File: src/rtl/ddr_ecc_err_capture.sv
module ddr_ecc_err_capture #(
  parameter int ADDR_W = 36,
  parameter int THR_W  = 8
) (
  input  logic              clk,
  input  logic              rst_n,
  input  logic              ev_sbe,
  input  logic              ev_mbe,
  input  logic [63:0]       ev_data,
  input  logic [7:0]        ev_chk,
  input  logic [ADDR_W-1:0] ev_addr,
  input  logic              reg_wr,
  input  logic [3:0]        reg_addr,
  input  logic [31:0]       reg_wdata,
  output logic [31:0]       reg_rdata,
  output logic              irq,
  output logic [63:0]       inj_data_mask,
  output logic [7:0]        inj_chk_mask,
  output logic              inj_en
);
  localparam logic [3:0] A_DET = 4'd0, A_DIS = 4'd1, A_IEN = 4'd2, A_SBM = 4'd3,
                         A_CDH = 4'd4, A_CDL = 4'd5, A_CCK = 4'd6, A_CAL = 4'd7,
                         A_CAH = 4'd8, A_IJH = 4'd9, A_IJL = 4'd10, A_IJC = 4'd11;
  localparam int THR_LSB = 16;

  // flag vectors: [1] = uncorrectable (bit 3), [0] = correctable (bit 2)
  logic [1:0]       det, dis, ien;
  logic [THR_W-1:0] thr, cnt;
  logic [63:0]      cap_data, cap_addr;
  logic [7:0]       cap_chk;
  logic [31:0]      ij_hi, ij_lo;
  logic [8:0]       ij_ctl;

  wire              wr_det  = reg_wr && reg_addr == A_DET;
  wire              wr_sbm  = reg_wr && reg_addr == A_SBM;
  wire [1:0]        clr     = wr_det ? reg_wdata[3:2] : 2'b00;
  wire              sbe_hit = ev_sbe && !dis[0];
  wire              mbe_hit = ev_mbe && !dis[1];
  wire [THR_W:0]    cnt_nx  = {1'b0, cnt} + 1'b1;
  wire              sbe_set = sbe_hit && (cnt_nx >= {1'b0, thr});
  wire [1:0]        set     = {mbe_hit, sbe_set};

  always_ff @(posedge clk or negedge rst_n) begin
    if (!rst_n) begin
      det <= '0; dis <= '0; ien <= '0;
      thr <= THR_W'(1); cnt <= '0;
      cap_data <= '0; cap_addr <= '0; cap_chk <= '0;
      ij_hi <= '0; ij_lo <= '0; ij_ctl <= '0;
    end else begin
      det <= (det & ~clr) | set;
      if (|set && det == 2'b00) begin
        cap_data <= ev_data;
        cap_chk  <= ev_chk;
        cap_addr <= 64'(ev_addr);
      end
      if (wr_sbm) begin
        thr <= reg_wdata[THR_LSB +: THR_W];
        cnt <= '0;
      end else if (sbe_hit) begin
        cnt <= sbe_set ? '0 : cnt_nx[THR_W-1:0];
      end
      if (reg_wr) begin
        case (reg_addr)
          A_DIS:   dis    <= reg_wdata[3:2];
          A_IEN:   ien    <= reg_wdata[3:2];
          A_IJH:   ij_hi  <= reg_wdata;
          A_IJL:   ij_lo  <= reg_wdata;
          A_IJC:   ij_ctl <= reg_wdata[8:0];
          default: ;
        endcase
      end
    end
  end

  always_comb begin
    case (reg_addr)
      A_DET:   reg_rdata = {28'd0, det, 2'b00};
      A_DIS:   reg_rdata = {28'd0, dis, 2'b00};
      A_IEN:   reg_rdata = {28'd0, ien, 2'b00};
      A_SBM:   reg_rdata = 32'({thr, {(THR_LSB-THR_W){1'b0}}, cnt});
      A_CDH:   reg_rdata = cap_data[63:32];
      A_CDL:   reg_rdata = cap_data[31:0];
      A_CCK:   reg_rdata = {24'd0, cap_chk};
      A_CAL:   reg_rdata = cap_addr[31:0];
      A_CAH:   reg_rdata = cap_addr[63:32];
      A_IJH:   reg_rdata = ij_hi;
      A_IJL:   reg_rdata = ij_lo;
      A_IJC:   reg_rdata = {23'd0, ij_ctl};
      default: reg_rdata = '0;
    endcase
  end

  assign irq           = |(det & ien);
  assign inj_data_mask = {ij_hi, ij_lo};
  assign inj_en        = ij_ctl[8];
  assign inj_chk_mask  = ij_ctl[7:0];

  AST_MBE_SETS_FLAG: assert property (@(posedge clk) disable iff (!rst_n)
    (ev_mbe && !dis[1]) |=> det[1]);
  AST_CNT_BELOW_THR: assert property (@(posedge clk) disable iff (!rst_n)
    (thr != '0) |-> (cnt < thr));
  AST_SET_BEATS_CLR: assert property (@(posedge clk) disable iff (!rst_n)
    (ev_sbe && !dis[0] && thr == THR_W'(1) && !wr_sbm) |=> det[0]);
  AST_DIS_BLOCKS_MBE: assert property (@(posedge clk) disable iff (!rst_n)
    (dis[1] && !det[1]) |=> !det[1]);
  AST_CAP_FROZEN: assert property (@(posedge clk) disable iff (!rst_n)
    (det != 2'b00) |=> ($stable(cap_data) && $stable(cap_addr) && $stable(cap_chk)));
  AST_IRQ_NEEDS_EN: assert property (@(posedge clk) disable iff (!rst_n)
    (ien == 2'b00) |-> !irq);
endmodule

File: config.mk
export PLATFORM = sky130hd
export DESIGN_NAME = ddr_ecc_err_capture
export DESIGN_NICKNAME = d
export VERILOG_FILES = /design/src/rtl/ddr_ecc_err_capture.sv
export SDC_FILE = /design/constraint.sdc
export NUM_CORES = 1
export LEC_CHECK = 0
export BUFFER_PORTS_ARGS = -buffer_cell sky130_fd_sc_hd__buf_2
export CELL_PAD_IN_SITES_DETAIL_PLACEMENT = 0
export CELL_PAD_IN_SITES_GLOBAL_PLACEMENT = 1
export CORE_ASPECT_RATIO = 0.6
export CORE_UTILIZATION = 42
export DETAILED_ROUTE_END_ITERATION = 6
export PLACE_DENSITY_LB_ADDON = 0.05
export SETUP_SLACK_MARGIN = 0.5
export SYNTH_ARGS = -nofsm -noshare
export SYNTH_HDL_FRONTEND = slang
export SYNTH_SLANG_ARGS = --single-unit
File: constraint.sdc
create_clock -name clk -period 3.51 [get_ports clk]
set_input_delay 0.1755 -clock clk [delete_from_list [all_inputs] [get_ports clk]]
set_output_delay 0.1755 -clock clk [all_outputs]
set_load 0.005 [all_outputs]
==> impl_metrics.toml <==
[detailed_routing]
drtIter0Drc = 1004
detail_route.vias_per_cell = 6.133
antenna_left = 0
drt-wirelength-per-cell_um = 25.13
dr_total_vias = 9439
drc_errors = 0
finalWirelength_um = 38680
drtPass1Iterations = 5

[cells_and_area]
drive_gt1_share_pct = 35.05
antenna_cells = 0
finish.utilization_pct = 60.06
nets = 1368
layout_common_cells = "buf_2, dfrtp_1, dlygate4sd3_1"
area_growth_pct = 39.27
final_common_cell = "buf_2"
nFillCells = 1968

[placed_design]
dp_slack_ps = 292.2
place_congestion = 0.8587
dpl.hpwl_um = 25930
portBuffers = 254

[sta]
skew_ps = 10.02
rsz0062_at_grt = "no"
finalHoldViolCount = 0
tns_ps = 0
setup_ws_ps = 606.5
finalSetupViolations = 0
finalCritPeriodShare_pct = 82.72
fmax_mhz = 344.4
period_needed_ps = 2903
maxSlewHeadroom_pct = 22.88
tightest_slew_ps = 1153
slew_viol_final = 0

[yosys]
avgSynthCellArea_um2 = 12.08
yosysTopAreaCell = "dfrtp_1"
synthesis.nets = 990
synthTopCellsByArea = "dfrtp_1, a221o_1, a22o_1, mux2_2, a22oi_1"
ys_seq_elements = 203
synth_area_mm2 = 0.01005
synthCells = 832
yosysUniqueCellTypes = 43
synth_edf_count = 0
yosysTopAreaCellShare_pct = 50.31
synth_flop_cell = "dfrtp_1"
async_flop_share_pct = 100.0
ys_warn_count = 0
ys_seq_area_share_pct = 50.57

[cts]
htree_levels = 1
clock_latency_ps = 510
root_buffer = "clkbuf_16"
tritoncts = "yes"
cts_buffer_depth = 3
clock_sinks = 203
clk_pin_slew_ps = 60
numCtsBuffers = 21

[power_and_ir_drop]
ir_drop_mv = 0.3162
power.leakage_nw = 6.464
p_per_area_mw_per_mm2 = 470.0

[die]
io_pins = 255
fp.dieH_um = 121.8
dieArea_mm2 = 0.02457
initial_core_util_pct = 43.13
dieWidth_um = 201.7
std_cell_rows = 43
core_area_mm2 = 0.02330

[worst_setup_path]
critPathTopFamily = "compound AO/OA/AOI/OAI gates"
cp.arrival_ps = 3300
path_cells = "ha_4 -> nand3_4 -> or3_4 -> nand2_1 -> ha_1 -> and3_4 -> a22oi_2 -> o21a_2 -> a21oi_4 -> buf_12 -> clkbuf_16 -> a221o_1"
cp-end-kind = "register"
critPathBufInv = 2
worstPathMaxFanout = 20
cp_slowest_stage_delay_ps = 430
worst_setup_path_start_kind = "register"
slowest_stage = "dfrtp_2"
worstSetupPathType = "reg -> reg"
r2r_slack_ps = 610
required_ps = 3900

[global_route]
grt_pass1_wl_um = 57460
grt_use_total_pct = 31.14
antenna_found_initial = 2
grt_max_degree = 94
grt_pass1_vias = 8989
gr-total-overflow = 0

[run]
drv_cap = 0

[hold_path]
hp-class = "in -> reg"

[run_status]
run_status = "finished, final reports clean"
## final timing paths
kind	from	to	depth (start not counted)
min in group asynchronous	rst_n	ij_hi[1]$_DFFE_PN0P_	2
max in group asynchronous	rst_n	ij_hi[11]$_DFFE_PN0P_	3
min	reg_wdata[3]	ij_ctl[3]$_DFFE_PN0P_	2
max	cnt[0]$_DFFE_PN0P_	cap_addr[24]$_DFFE_PN0P_	12
min reg2reg	ij_lo[12]$_DFFE_PN0P_	ij_lo[12]$_DFFE_PN0P_	1
max reg2reg	cnt[0]$_DFFE_PN0P_	cap_addr[24]$_DFFE_PN0P_	12
## power by group
group          switching [mW]  internal, mW  total [mW]
Sequential              0.268          2.61        2.88
Combinational           0.734         0.757        1.49
Clock                   0.951          1.25        2.21
## routing by layer
metal / routed length (um) / global-route usage [%]
met5: 8 / 0
met4: 642 / 6.345
met3: 4089 / 8.454
met2: 15330 / 40.19
met1: 18610 / 50.35
## metrics by stage
stage	instances	hold slack [ps]	instance area (um2)	power (mW)
detailed placement	1353	312.2	11790	4.200
global route	1539	18.40	13990	6.866
global placement	1353	310.2	11790	4.191
floorplan	832	-120.1	10050	3.506
CTS	1534	0.1955	13900	6.572
finish	1539	6.255	13990	6.577
## synth_stat cells, types with 2 or more instances
master,number
a211oi_1,3
a21o_1,5
a221o_1,108
a221oi_1,7
a222oi_1,3
a22o_1,119
a22oi_1,74
and3_1,2
buf_2,15
buf_6,4
clkbuf_1,54
dfrtp_1,202
ha_1,9
inv_1,10
mux2_2,86
mux2i_1,2
nand2_1,37
nand2b_1,7
nand3_1,33
nand4_1,7
nor2_1,10
nor2b_1,3
nor3_1,5
o21ai_0,5
or3_1,2
xnor2_1,2
xor2_1,2
## sequential cells by signal, indices dropped and copies added (netlist names)
name	count
cap_chk	8
ij_ctl	9
ij_hi	32
thr	8
dis	2
cap_addr	36
ien	2
det	2
cnt	8
cap_data	64
ij_lo	32
## worst register-to-register path, delay by kind of cell, from the launching register on
kind	cells	cell delay, ps
AO/OA/AOI/OAI	4	810
AND/OR/NAND/NOR	4	760
flip-flops	1	430
adder cells (fa/ha/maj)	2	420
buffers and inverters	2	370
## layout make-up
type / instances / area [um2] / share of cell area (%)
sequential: 203 / 5086 / 36.35
clock buffer: 36 / 651.9 / 4.659
clock inverter: 1 / 5.005 / 0.03577
timing repair buffer: 430 / 3126 / 22.34
multi-input combinational: 544 / 4692 / 33.53
inverter: 10 / 37.54 / 0.2683
tap: 315 / 394.1 / 2.817
## repair_timing
action | CTS | global route
hold endpoints to repair | 279 | 0
pin swaps | 2 | 2
gates resized for setup | 5 | 10
hold buffers | 140 | 0
gates cloned | 0 | 2
buffers inserted | 4 | 3
endpoints found under the setup margin | 100 | 101
## cells by family (layout without fill, tap and decap cells)
| family | Yosys count | in the layout | synth area share, % |
|---|---|---|---|
| DFF | 203 | 203 | 50.57 |
| muxes | 88 | 88 | 9.838 |
| and+or+nand+nor | 112 | 112 | 5.430 |
| adders and majority gates | 9 | 9 | 1.121 |
| buffers and inverters | 85 | 477 | 3.699 |
| AOI/OAI and AO/OA | 331 | 331 | 28.99 |
| xor gates and xnor gates | 4 | 4 | 0.3488 |
No activity file was read; power rests on OpenSTA's default activity.
